[src/rtl/wkt_pkg.sv]
`timescale 1ns/1ps
package wkt_pkg;
    localparam int unsigned SEL_W  = 3;
    localparam int unsigned SEL_HI = 2;

    typedef struct packed {
        logic run;
        logic wr_ok;
    } hs_state_t;
endpackage

[src/rtl/wkt_sync.sv]
`timescale 1ns/1ps
module wkt_sync #(
    parameter int unsigned STAGES = 2
) (
    input  logic clk_i,
    input  logic rst_ni,
    input  logic d_i,
    output logic q_o
);
    logic [STAGES-1:0] ff_d, ff_q;

    always_comb begin
        ff_d = {ff_q[STAGES-2:0], d_i};
    end

    always_ff @(posedge clk_i or negedge rst_ni) begin
        if (!rst_ni) ff_q <= '0;
        else         ff_q <= ff_d;
    end

    assign q_o = ff_q[STAGES-1];
endmodule

[src/rtl/wkt_prescaler.sv]
`timescale 1ns/1ps
module wkt_prescaler
    import wkt_pkg::*;
#(
    parameter int unsigned HI_SHIFT = 3,
    parameter int unsigned PRE_W    = 3 + HI_SHIFT
) (
    input  logic             clk_i,
    input  logic             rst_ni,
    input  logic [SEL_W-1:0] sel_i,
    output logic             tick_o
);
    localparam int unsigned SH_W = $clog2(PRE_W + 1);

    logic [PRE_W-1:0] pre_d, pre_q;
    logic [SH_W-1:0]  shift;
    logic [PRE_W-1:0] low_mask;

    always_comb begin
        pre_d    = pre_q + PRE_W'(1);
        shift    = SH_W'(sel_i[1:0]) + (sel_i[SEL_HI] ? SH_W'(HI_SHIFT) : '0);
        low_mask = ~({PRE_W{1'b1}} << shift);
        tick_o   = &(pre_q | ~low_mask);
    end

    always_ff @(posedge clk_i or negedge rst_ni) begin
        if (!rst_ni) pre_q <= '0;
        else         pre_q <= pre_d;
    end
endmodule

[src/rtl/wkt_handshake.sv]
`timescale 1ns/1ps
module wkt_handshake
    import wkt_pkg::*;
(
    input  logic clk_i,
    input  logic rst_ni,
    input  logic en_s_i,
    input  logic sel_hi_i,
    input  logic tick_i,
    output logic run_o,
    output logic wr_ok_o,
    output logic chg_o,
    output logic load_o
);
    hs_state_t st_d, st_q;
    logic      chg;

    always_comb begin
        st_d = st_q;
        chg  = (en_s_i != st_q.run) && (!sel_hi_i || tick_i);
        if (chg) begin
            st_d.run   = en_s_i;
            st_d.wr_ok = !en_s_i;
        end
    end

    always_ff @(posedge clk_i or negedge rst_ni) begin
        if (!rst_ni) st_q <= '{run: 1'b0, wr_ok: 1'b1};
        else         st_q <= st_d;
    end

    assign run_o   = st_q.run;
    assign wr_ok_o = st_q.wr_ok;
    assign chg_o   = chg;
    assign load_o  = chg && en_s_i;
endmodule

[src/rtl/wkt_cfg_regs.sv]
`timescale 1ns/1ps
module wkt_cfg_regs
    import wkt_pkg::*;
#(
    parameter int unsigned CNT_W = 16
) (
    input  logic             clk_i,
    input  logic             rst_ni,
    input  logic             wr_ok_i,
    input  logic             rld_we_i,
    input  logic [CNT_W-1:0] rld_wdata_i,
    input  logic             acl_we_i,
    input  logic [CNT_W-1:0] acl_wdata_i,
    input  logic             sel_we_i,
    input  logic [SEL_W-1:0] sel_wdata_i,
    output logic [CNT_W-1:0] rld_o,
    output logic [CNT_W-1:0] acl_o,
    output logic [SEL_W-1:0] sel_o
);
    typedef struct packed {
        logic [CNT_W-1:0] rld;
        logic [CNT_W-1:0] acl;
        logic [SEL_W-1:0] sel;
    } cfg_t;

    cfg_t cfg_d, cfg_q;

    always_comb begin
        cfg_d = cfg_q;
        if (wr_ok_i) begin
            if (rld_we_i) cfg_d.rld = rld_wdata_i;
            if (acl_we_i) cfg_d.acl = acl_wdata_i;
            if (sel_we_i) cfg_d.sel = sel_wdata_i;
        end
    end

    always_ff @(posedge clk_i or negedge rst_ni) begin
        if (!rst_ni) cfg_q <= '0;
        else         cfg_q <= cfg_d;
    end

    assign rld_o = cfg_q.rld;
    assign acl_o = cfg_q.acl;
    assign sel_o = cfg_q.sel;
endmodule

[src/rtl/wkt_down_counter.sv]
`timescale 1ns/1ps
module wkt_down_counter #(
    parameter int unsigned CNT_W = 16
) (
    input  logic             clk_i,
    input  logic             rst_ni,
    input  logic             load_i,
    input  logic             cnt_en_i,
    input  logic [CNT_W-1:0] rld_i,
    input  logic [CNT_W-1:0] acl_i,
    input  logic             flag_clr_i,
    output logic [CNT_W-1:0] cnt_o,
    output logic             flag_o
);
    typedef struct packed {
        logic [CNT_W-1:0] cnt;
        logic             flag;
    } ctr_t;

    ctr_t             st_d, st_q;
    logic [CNT_W-1:0] nxt;
    logic             hit_zero;
    logic             hit_acl;

    always_comb begin
        st_d     = st_q;
        hit_zero = 1'b0;
        hit_acl  = 1'b0;
        nxt      = (st_q.cnt == '0) ? rld_i : st_q.cnt - CNT_W'(1);
        if (load_i) begin
            st_d.cnt = rld_i;
        end else if (cnt_en_i) begin
            st_d.cnt = nxt;
            hit_zero = (nxt == '0);
            hit_acl  = (acl_i != '0) && (nxt == acl_i);
        end
        if (hit_zero)                  st_d.flag = 1'b1;
        else if (hit_acl || flag_clr_i) st_d.flag = 1'b0;
    end

    always_ff @(posedge clk_i or negedge rst_ni) begin
        if (!rst_ni) st_q <= '0;
        else         st_q <= st_d;
    end

    assign cnt_o  = st_q.cnt;
    assign flag_o = st_q.flag;
endmodule

[src/rtl/wkup_reload_timer.sv]
`timescale 1ns/1ps
module wkup_reload_timer
    import wkt_pkg::*;
#(
    parameter int unsigned CNT_W    = 16,
    parameter int unsigned HI_SHIFT = 3
) (
    input  logic             clk_slow_i,
    input  logic             rst_slow_ni,
    input  logic             en_async_i,
    input  logic             rld_we_i,
    input  logic [CNT_W-1:0] rld_wdata_i,
    input  logic             acl_we_i,
    input  logic [CNT_W-1:0] acl_wdata_i,
    input  logic             sel_we_i,
    input  logic [2:0]       sel_wdata_i,
    input  logic             flag_clr_i,
    output logic             wr_ok_o,
    output logic             wkup_o,
    output logic [CNT_W-1:0] cnt_o,
    output logic [CNT_W-1:0] rld_o,
    output logic [CNT_W-1:0] acl_o,
    output logic [2:0]       sel_o
);
    localparam int unsigned PRE_W = 3 + HI_SHIFT;

    logic en_s;
    logic tick;
    logic run;
    logic chg;
    logic load;
    logic cnt_en;

    wkt_sync #(.STAGES(2)) u_sync (
        .clk_i  (clk_slow_i),
        .rst_ni (rst_slow_ni),
        .d_i    (en_async_i),
        .q_o    (en_s)
    );

    wkt_prescaler #(.HI_SHIFT(HI_SHIFT), .PRE_W(PRE_W)) u_pre (
        .clk_i  (clk_slow_i),
        .rst_ni (rst_slow_ni),
        .sel_i  (sel_o),
        .tick_o (tick)
    );

    wkt_handshake u_hs (
        .clk_i    (clk_slow_i),
        .rst_ni   (rst_slow_ni),
        .en_s_i   (en_s),
        .sel_hi_i (sel_o[SEL_HI]),
        .tick_i   (tick),
        .run_o    (run),
        .wr_ok_o  (wr_ok_o),
        .chg_o    (chg),
        .load_o   (load)
    );

    wkt_cfg_regs #(.CNT_W(CNT_W)) u_cfg (
        .clk_i       (clk_slow_i),
        .rst_ni      (rst_slow_ni),
        .wr_ok_i     (wr_ok_o),
        .rld_we_i    (rld_we_i),
        .rld_wdata_i (rld_wdata_i),
        .acl_we_i    (acl_we_i),
        .acl_wdata_i (acl_wdata_i),
        .sel_we_i    (sel_we_i),
        .sel_wdata_i (sel_wdata_i),
        .rld_o       (rld_o),
        .acl_o       (acl_o),
        .sel_o       (sel_o)
    );

    assign cnt_en = run && tick && !chg;

    wkt_down_counter #(.CNT_W(CNT_W)) u_ctr (
        .clk_i      (clk_slow_i),
        .rst_ni     (rst_slow_ni),
        .load_i     (load),
        .cnt_en_i   (cnt_en),
        .rld_i      (rld_o),
        .acl_i      (acl_o),
        .flag_clr_i (flag_clr_i),
        .cnt_o      (cnt_o),
        .flag_o     (wkup_o)
    );
endmodule

[config.mk]
export PLATFORM = sky130hd
export DESIGN_NAME = wkup_reload_timer
export DESIGN_NICKNAME = d
export VERILOG_FILES = /design/src/rtl/wkt_pkg.sv /design/src/rtl/wkt_sync.sv /design/src/rtl/wkt_prescaler.sv /design/src/rtl/wkt_handshake.sv /design/src/rtl/wkt_cfg_regs.sv /design/src/rtl/wkt_down_counter.sv /design/src/rtl/wkup_reload_timer.sv
export SDC_FILE = /design/constraint.sdc
export NUM_CORES = 1
export LEC_CHECK = 0
export BUFFER_PORTS_ARGS = -buffer_cell sky130_fd_sc_hd__clkbuf_2
export CAP_MARGIN = 20
export CELL_PAD_IN_SITES_DETAIL_PLACEMENT = 1
export CELL_PAD_IN_SITES_GLOBAL_PLACEMENT = 1
export CORE_MARGIN = 10
export CORE_UTILIZATION = 25
export DETAILED_ROUTE_END_ITERATION = 6
export GPL_ROUTABILITY_DRIVEN = 1
export HOLD_SLACK_MARGIN = 0.03
export PLACE_DENSITY_LB_ADDON = 0.1
export SLEW_MARGIN = 20
export SYNTH_ARGS = -nofsm -noshare
export SYNTH_HDL_FRONTEND = slang
export SYNTH_SLANG_ARGS = --single-unit
[constraint.sdc]
create_clock -name clk_slow_i -period 4.7 [get_ports clk_slow_i]
set_clock_uncertainty 0.1 [all_clocks]
set_input_delay 0.235 -clock clk_slow_i [delete_from_list [all_inputs] [get_ports clk_slow_i]]
set_output_delay 0.235 -clock clk_slow_i [all_outputs]
set_load 0.01 [all_outputs]
Word level (Yosys, flattened, before mapping)
Index checks and enable logic that the tools add are counted.
W data, S select, Z words.
{ "totals": {"mem_bits_ro": 0, "elab_cells": 47, "output_inout_bits": 53, "inputBits": 42, "mem_bits_rw": 0, "n_memories": 0, "latchBits": 0, "register_bits": 62} }
{ "classes": {"bitwise_logic": 3, "magnitude_cmp": 0, "n_addsub": 3, "div": 0, "n_shift": 1, "reduce_logical": 19, "n_mul": 0, "n_mux": 10, "eq_ne": 2} }
{ "op_table": {"columns": ["cell", "n"], "rows": [
  ["$mux W16", 3],
  ["$logic_not A16 Y1", 2],
  ["$eq A16 B16 Y1", 1],
  ["$reduce_bool A16 Y1", 1],
  ["$sub A16 B1 Y16 const B", 1],
  ["$not A6 Y6", 2],
  ["$add A6 B1 Y6 const B", 1],
  ["$mux W1", 6],
  ["$or A6 B6 Y6", 1],
  ["$reduce_and A2 Y1", 3],
  ["$reduce_and A6 Y1", 1],
  ["$shl A6 B3 Y6 const A", 1],
  ["$logic_and A1 B1 Y1", 5],
  ["$reduce_bool A2 Y1", 2],
  ["$add A2 B3 Y3", 1],
  ["$logic_not A1 Y1", 3],
  ["$logic_or A1 B1 Y1", 2],
  ["$mux W2", 1],
  ["$ne A1 B1 Y1", 1]
]} }

Longest topological paths before layout
Gate-level depths: netlist (run 1).
{ "depth": {"ltp_word": 16, "mapped_depth": 12} }

By module
Synthesis (run 1) repeated with hierarchy kept, for this count alone.
{ "unflattened": {"cells_unflattened": 363, "area_unflattened_um2": 3658.5} }
{ "by_module_without_submodules": {"columns": ["module", "n_inst", "seq_area_each_um2", "cells_per_inst", "area_per_inst_um2"], "rows": [
  ["wkt_down_counter", 1, 425.4, 245, 1870.5],
  ["wkt_cfg_regs", 1, 875.8, 75, 1308.8],
  ["wkt_prescaler", 1, 150.1, 27, 311.5],
  ["wkt_handshake", 1, 51.3, 13, 108.9],
  ["wkt_sync", 1, 50.0, 2, 50.0],
  ["wkup_reload_timer", 1, 0.0, 1, 8.8]
]} }

Least setup slack after synthesis (run 1)
No wires, ideal clock.
{ "synth_path": {"kind": "reg-to-reg", "start": "register u_cfg.cfg_q, in the netlist u_cfg.sel_o[0]", "end": "register u_ctr.st_q, in the netlist u_ctr.flag_o", "path_buffers": 1, "path_stages_with_launch": 13, "arrival_time_ps": 3335, "path_slack_ps": 1141, "t_required_ps": 4477, "cell_sequence": "dfrtp_1 -> ha_1 -> inv_1 -> fa_1 -> nor2b_1 -> o221ai_1 -> or4_1 -> clkbuf_1 -> a211o_1 -> or4_1 -> or4_1 -> nor4_2 -> o21ai_1"} }
{ "synth_via": {"elab_chain_len": 14, "elab_cells_between_ends": 19} }
{ "synth_rtl": {"columns": ["item", "line", "text"], "rows": [
  ["start: declaration", "wkt_cfg_regs.sv:26", "cfg_t cfg_d, cfg_q;"],
  ["start signal: assignment", "wkt_cfg_regs.sv:39", "else cfg_q <= cfg_d;"],
  ["$add A2 B3 Y3 (*)", "wkt_prescaler.sv:21", "shift = SH_W'(sel_i[1:0]) + (sel_i[SEL_HI] ? SH_W'(HI_SHIFT) : '0);"],
  ["$shl A6 B3 Y6 (*)", "wkt_prescaler.sv:22", "low_mask = ~({PRE_W{1'b1}} << shift);"],
  ["$not A6 Y6 (*)", "wkt_prescaler.sv:22", null],
  ["$not A6 Y6 (*)", "wkt_prescaler.sv:23", "tick_o = &(pre_q | ~low_mask);"],
  ["$or A6 B6 Y6 (*)", "wkt_prescaler.sv:23", null],
  ["$reduce_and A6 Y1 (*)", "wkt_prescaler.sv:23", null],
  ["$logic_or A1 B1 Y1", "wkt_handshake.sv:20", "chg = (en_s_i != st_q.run) && (!sel_hi_i || tick_i);"],
  ["$logic_and A1 B1 Y1", "wkt_handshake.sv:20", null],
  ["$logic_not A1 Y1", "wkup_reload_timer.sv:75", "assign cnt_en = run && tick && !chg;"],
  ["$logic_and A1 B1 Y1", "wkup_reload_timer.sv:75", null],
  ["$mux W1", "wkt_down_counter.sv:32", "end else if (cnt_en_i) begin"],
  ["$mux W1", "wkt_down_counter.sv:30", "if (load_i) begin"],
  ["$logic_or A1 B1 Y1", "wkt_down_counter.sv:38", "else if (hit_acl || flag_clr_i) st_d.flag = 1'b0;"],
  ["$reduce_bool A2 Y1 (no source line)", null, null],
  ["end signal: assignment", "wkt_down_counter.sv:43", "else st_q <= st_d;"],
  ["end: declaration", "wkt_down_counter.sv:20", "ctr_t st_d, st_q;"]
]} }
Mark *: on every way between the ends. The rest lies on a longest branch, timed or not.
A chain may end at the register's enable or synchronous reset.

Worst setup path after layout (run 1)
{ "layout_path": {"start": "register u_cfg.cfg_q, in the netlist u_cfg.sel_o[2]", "end": "register u_ctr.st_q, in the netlist u_ctr.flag_o"} }
{ "layout_via": {"elab_chain_len": 15, "elab_cells_between_ends": 21} }
{ "layout_rtl": {"columns": ["item", "line"], "rows": [
  ["$mux W2", "wkt_prescaler.sv:21"],
  ["$add A2 B3 Y3", "wkt_prescaler.sv:21"],
  ["$shl A6 B3 Y6", "wkt_prescaler.sv:22"],
  ["$not A6 Y6", "wkt_prescaler.sv:22"],
  ["$not A6 Y6", "wkt_prescaler.sv:23"],
  ["$or A6 B6 Y6", "wkt_prescaler.sv:23"],
  ["$reduce_and A6 Y1", "wkt_prescaler.sv:23"],
  ["$logic_or A1 B1 Y1", "wkt_handshake.sv:20"],
  ["$logic_and A1 B1 Y1", "wkt_handshake.sv:20"],
  ["$logic_not A1 Y1", "wkup_reload_timer.sv:75"],
  ["$logic_and A1 B1 Y1", "wkup_reload_timer.sv:75"],
  ["$mux W1", "wkt_down_counter.sv:32"],
  ["$mux W1", "wkt_down_counter.sv:30"],
  ["$logic_or A1 B1 Y1", "wkt_down_counter.sv:38"],
  ["$reduce_bool A2 Y1 (no source line)", null]
]} }
Parallel ways exist; a longest one is shown, timed or not.

==> impl_metrics.toml, run 1 <==
[status]
status = "complete, no violations"

[sta]
finalHoldViolCount = 0
fin_crit_ns = 3.72
period_share_pct = 79.2
worst_pin_slew_ns = 0.839
relSlewSlack_pct = 43.9
fmax_ghz = 0.269
timing.setup.tns_ns = 0
setup_violations = 0
rsz0062_at_grt = "false"
holdWs_ns = 0.0419
maxSlewViolCount = 0

[grt]
grt_max_degree = 63
grt_pass1_wl_mm = 20.3
grtUsageTotal_pct = 13.2
gr-total-overflow = 0
grt_antenna_before_repair = 0
grt_pass1_vias = 3426

[clocking]
numCtsBuffers = 9
cts.clk_slew.worst_paths_ns = 0.05
cts.path.max_buffers = 2
root_buffer = "clkbuf_16"
worstSkewPairLatency_ns = 0.34
cts_tree = "built"
cts.sink_count = 62
htree_num_levels = 3

[die]
chipHeight_um = 140
dieArea_um2 = 19600
die_w_um = 140
coreArea_um2 = 14000
rows = 43
initial_core_util_pct = 25.7
io_pins = 95

[synth]
netlist_instances = 343
synth_edf_count = 0
ys_seq_area_share_pct = 43.2
synth_top_area_share_pct = 42.5
synth_area_leaders = "dfrtp_1 42%, mux2_2 12%, xnor2_1 4.4%"
ys_seq_elements = 62
ys.flop_type = "dfrtp_1"
yosysUniqueCellTypes = 58
syn_area_um2 = 3590
synth_most_common_cell = "dfrtp_1"
syn_nets = 392
yosys.area.top_type = "dfrtp_1"
ys_async_sr_fraction_pct = 100
ys_warn_count = 0
synthTopCellsByCount = "61 x dfrtp_1, 37 x mux2_2, 25 x o21ai_0"
avgSynthCellArea_um2 = 10.5

[power_and_ir_drop]
leakagePower_nw = 2.17
swShare_pct = 43.1
power_frac_seq_pct = 34.4
ir_worst_vdd_uv = 268
clkPwrFrac_pct = 20.5
pwr-share-comb_pct = 45.1
power_density_nw_per_um2 = 681
p_int_mw = 1.88
switchingPower_mw = 1.42

[placed_design]
post-dp-hpwl_mm = 9.50
port_buffers = 94
place_area_um2 = 4230
routabilityCongestion = 0.822

[setup_path]
crit_path_frequent_cell = "or4_1"
cp.required_ns = 4.82
critical-path-top-delay-family = "simple AND/OR/NAND/NOR gates"
path_cells = "ha_1, inv_1, fa_1, nor2b_1, o221ai_1, or4_1, a211o_1, or4_1, or4_1, nor4_2, o21ai_1"
cp_slowest_stage_delay_ns = 0.61
cp-start-kind = "register"
path_buf_inv = 1
critPathKind = "reg -> reg"
end_kind = "register"
path_max_fanout = 6
arrival_ns = 3.85
slowest_stage = "or4_1"

[routing]
drt-wirelength-per-cell_um = 19.5
first_pass_iters = 4
wirelength_mm = 12.8
viasPerCell = 4.85
ant_nets = 0
drt_iter0_drc = 154
post-route-drc-count = 0
vias = 3170

[final_layout]
nets = 518
multi_input_area_um2 = 1880
layout-drive-gt1-share_pct = 34.4
area_growth_pct = 35.1
final.fill_count = 1599
stdcell_area_um2 = 4850
insertedDiodeCount = 0
regArea_um2 = 1550

[run]
cap_violations = 0

[hold_path]
hp-class = "in -> reg"
-- metal layers --
metal | routed length, um | vias up | track usage (%)
met5 | 0 | - | 0
met4 | 149 | 0 | 3.15
met3 | 788 | 9 | 4.80
met1 | 6080 | 1559 | 17.6
met2 | 5760 | 92 | 19.8
li1 | - | 1510 | -
-- area by class of cell --
class	instances	area share [%]
clock buffer	13	5.36
inverter	18	1.39
sequential	62	32.0
tap	180	4.64
multi-input combinational	247	38.7
timing repair buffer	131	17.1
clock inverter	3	0.877
-- timing repair --
action	4_1_cts	5_1_grt
setup buffers	0	0
setup endpoints to repair	0	0
hold endpoints to repair	45	0
resized for setup	0	0
hold buffers	32	0
-- worst paths after layout --
path	startpoint	to	slack, ns	cells after the start
setup / recovery	u_cfg.sel_o[2]	u_ctr.flag_o	0.98	11
hold / removal	rld_wdata_i[7]	u_cfg.rld_o[7]	0.04	2
setup reg to reg	u_cfg.sel_o[2]	u_ctr.flag_o	0.98	11
hold reg to reg	u_sync.ff_q[0]	u_sync.ff_q[1]	0.27	0
max in group asynchronous	rst_slow_ni	u_cfg.acl_o[11]	3.45	3
min in group asynchronous	rst_slow_ni	u_ctr.cnt_o[0]	0.52	3
-- metrics by stage --
step	worst slack [ns]	std cells	util (%)	power, mW
after detailed placement	0.928	606	30.2	2.64
after global routing	0.671	654	34.7	3.58
after global placement	1.04	606	30.2	2.62
after CTS	0.921	654	34.7	3.37
after floorplan	1.14	343	-	2.03
final	0.980	654	34.7	3.30
-- power by group through the flow --
stage / Sequential, mW / Combinational [mW] / Clock [mW]
6_report: 1.14 / 1.49 / 0.679
5_1_grt: 1.19 / 1.66 / 0.733
4_1_cts: 1.14 / 1.52 / 0.706
3_5_place_dp: 1.15 / 1.49 / 0
3_3_place_gp: 1.14 / 1.48 / 0
2_1_floorplan: 1.07 / 0.954 / 0
-- flip-flops by register name, summed over array words and instances (netlist names) --
name / flops
u_ctr.flag_o: 1
u_cfg.acl_o: 16
u_cfg.rld_o: 16
u_ctr.cnt_o: 16
u_cfg.sel_o: 3
u_hs.wr_ok_o: 1
u_sync.ff_q: 2
u_hs.run_o: 1
u_pre.pre_q: 6
-- cells by family after synthesis --
logic type | synth area share (%)
multiplexers | 13.3
buffers and inverters | 4.56
AO/OA/AOI/OAI | 13.2
AND/OR/NAND/NOR | 16.2
adder cells (fa/ha/maj) | 2.65
XOR/XNOR | 6.97
flip-flops | 43.2
-- placed cells by master (no fill, tap or decap), types with 3 or more instances in the layout --
master,instances
buf_4,5
nor2_1,16
nor3b_1,4
xor2_1,8
or4_1,6
inv_1,18
xnor2_1,18
o21ai_0,25
nand2b_1,5
ha_1,6
nor4_1,6
dlygate4sd3_1,32
a22oi_1,9
and3_1,3
a211o_1,3
clkbuf_2,94
a21oi_1,10
o31ai_1,3
nor2b_1,3
nand2_1,18
mux2_2,37
dfrtp_1,61
o311ai_0,3
nor3_1,10
clkbuf_16,9
mux2i_1,6
nand3_1,8
Note: power is estimated with default switching activity, not from simulation.
==> run 2: changes to the inputs <==
==> constraint.sdc (replaced) <==
create_clock -name clk_slow_i -period 3.25 [get_ports clk_slow_i]
set_clock_uncertainty 0.1 [all_clocks]
set_input_delay 0.1625 -clock clk_slow_i [delete_from_list [all_inputs] [get_ports clk_slow_i]]
set_output_delay 0.1625 -clock clk_slow_i [all_outputs]
set_load 0.01 [all_outputs]
==> run 2 against run 1 <==
Net effect: the run now ends with negative setup slack left; critical path type unchanged; critical endpoint unchanged; critical path depth stayed put; core utilization rose by 3.0 points; worst setup slack lost 1.2 ns; highest routed layer unchanged; non-clock buffer count increased by 50; global-route usage grew 1.3 points; clock-buffer cell count unchanged; sequential power grew 35%.
==> impl_metrics.toml, run 2 (same netlist as run 1, synthesis figures left out) <==
[setup_path]
path_max_fanout = 2
end_kind = "register"
arrival_ns = 3.56
cp-start-kind = "register"
cp.required_ns = 3.37
critPathKind = "reg -> reg"

[power_and_ir_drop]
power_density_nw_per_um2 = 989
ir_worst_vdd_uv = 455
leakagePower_nw = 2.42

[clocking]
cts.clk_slew.worst_paths_ns = 0.05
numCtsBuffers = 9
root_buffer = "clkbuf_16"
cts_tree = "built"
htree_num_levels = 3
cts.path.max_buffers = 2
worstSkewPairLatency_ns = 0.34
cts.sink_count = 62

[final_layout]
final_common_cell = "clkbuf_2"
layout-drive-gt1-share_pct = 41.1
nets = 568
final_cell_mix = "93 x clkbuf_2, 61 x dfrtp_1, 48 x buf_4, 38 x dlygate4sd3_1, 37 x mux2_2"
insertedDiodeCount = 0
area_growth_pct = 46.9
stdcell_area_um2 = 5280

[routing]
wirelength_mm = 13.9
ant_nets = 0
top_layer = "met4"
post-route-drc-count = 0
route.met3.wl_um = 725
wl_met2_mm = 6.64
viasPerCell = 4.85
drt_iter0_drc = 149
met1_length_mm = 6.22
vias = 3412
first_pass_iters = 4
drt-wirelength-per-cell_um = 19.8

[sta]
worst_pin_slew_ns = 0.862
period_share_pct = 106
finalHoldViolCount = 0
rsz0062_at_grt = "true"
fin_crit_ns = 3.44
holdWs_ns = 0.141
setup_violations = 1
fmax_ghz = 0.291
relSlewSlack_pct = 42.4
setup_slack_ns = -0.189
maxSlewViolCount = 0
timing.setup.tns_ns = -0.189

[hold_path]
hp-class = "in -> reg"

[run]
cap_violations = 0

[status]
status = "finished, violations left"
violations = "negative setup slack"

[placed_design]
routabilityCongestion = 0.812
place_area_um2 = 4550
port_buffers = 94
post-dp-hpwl_mm = 10.5

[die]
io_pins = 95
dieArea_um2 = 19600
chipHeight_um = 140
coreArea_um2 = 14000
initial_core_util_pct = 25.7
rows = 43
die_w_um = 140

[grt]
grtUsageTotal_pct = 14.6
grt_pass1_wl_mm = 22.4
grt_max_degree = 41
grt_antenna_before_repair = 0
gr-total-overflow = 0
grt_pass1_vias = 3810
-- run 2: changes by cell type in the layout (fill, tap and decap cells not counted), sizes merged --
cell         before  now
buf               5   49
dlygate4sd3      32   38
clkinv            1    0
bufinv            1    0
clkinvlp          1    2
-- run 2: per-stage QoR --
step | instances | util [%] | total power, mW | setup WS [ns]
2_1_floorplan | 343 | - | 2.93 | -0.213
3_3_place_gp | 648 | 32.5 | 4.17 | -0.222
3_5_place_dp | 648 | 32.5 | 4.22 | -0.276
4_1_cts | 701 | 37.4 | 5.25 | -0.245
5_1_grt | 703 | 37.7 | 5.66 | -0.330
6_report | 703 | 37.7 | 5.22 | -0.189
-- run 2: per-layer routing --
| metal | vias to the layer above | global-route usage [%] |
|---|---|---|
| li1 | 1603 | - |
| met1 | 1708 | 18.0 |
| met2 | 83 | 23.1 |
| met3 | 18 | 4.22 |
| met4 | 0 | 5.98 |
| met5 | - | 0 |
-- run 2: layout make-up --
cell class              instances  area (um^2)
fillers                      1608         8710
multi-input cells             247         1910
flip-flops and latches         62         1550
repair buffers                181         1220
clock buffers                  13          280
well taps                     180          225
inverters                      18         67.6
clock inverters                 2         15.0
-- run 2: worst paths after layout --
| kind | from | to | slack (ns) | cells after the start |
|---|---|---|---|---|
| max | u_cfg.sel_o[2] | u_ctr.flag_o | -0.19 | 11 |
| min | sel_we_i | u_cfg.sel_o[0] | 0.14 | 3 |
| max reg2reg | u_cfg.sel_o[2] | u_ctr.flag_o | -0.19 | 11 |
| min reg2reg | u_sync.ff_q[0] | u_sync.ff_q[1] | 0.26 | 0 |
| max in group asynchronous | rst_slow_ni | u_cfg.acl_o[6] | 2.11 | 3 |
| min in group asynchronous | rst_slow_ni | u_cfg.rld_o[2] | 0.30 | 2 |
-- run 2: worst max-delay path, cell delays in order, from the launching register on --
cell and delay (ns):
dfrtp_1 0.36, ha_2 0.18, inv_2 0.03, fa_1 0.51
nor2b_4 0.15, o221ai_2 0.10, or4_4 0.44, a211o_1 0.24
or4_4 0.42, or4_4 0.50, nor4_4 0.20, o21ai_1 0.09
-- run 2: power breakdown --
group | internal (mW) | switching, mW | total, mW | leakage [nW]
Sequential | 1.08 | 0.456 | 1.54 | 0.734
Combinational | 1.34 | 1.41 | 2.74 | 1.54
Clock | 0.594 | 0.345 | 0.940 | 0.140
-- run 2: what timing repair did --
item	CTS	global route
setup buffers	0	2
resized for setup	3	5
hold buffers	38	0
endpoints found under the hold margin	74	0
pin swaps	0	2
setup endpoints to repair	1	1
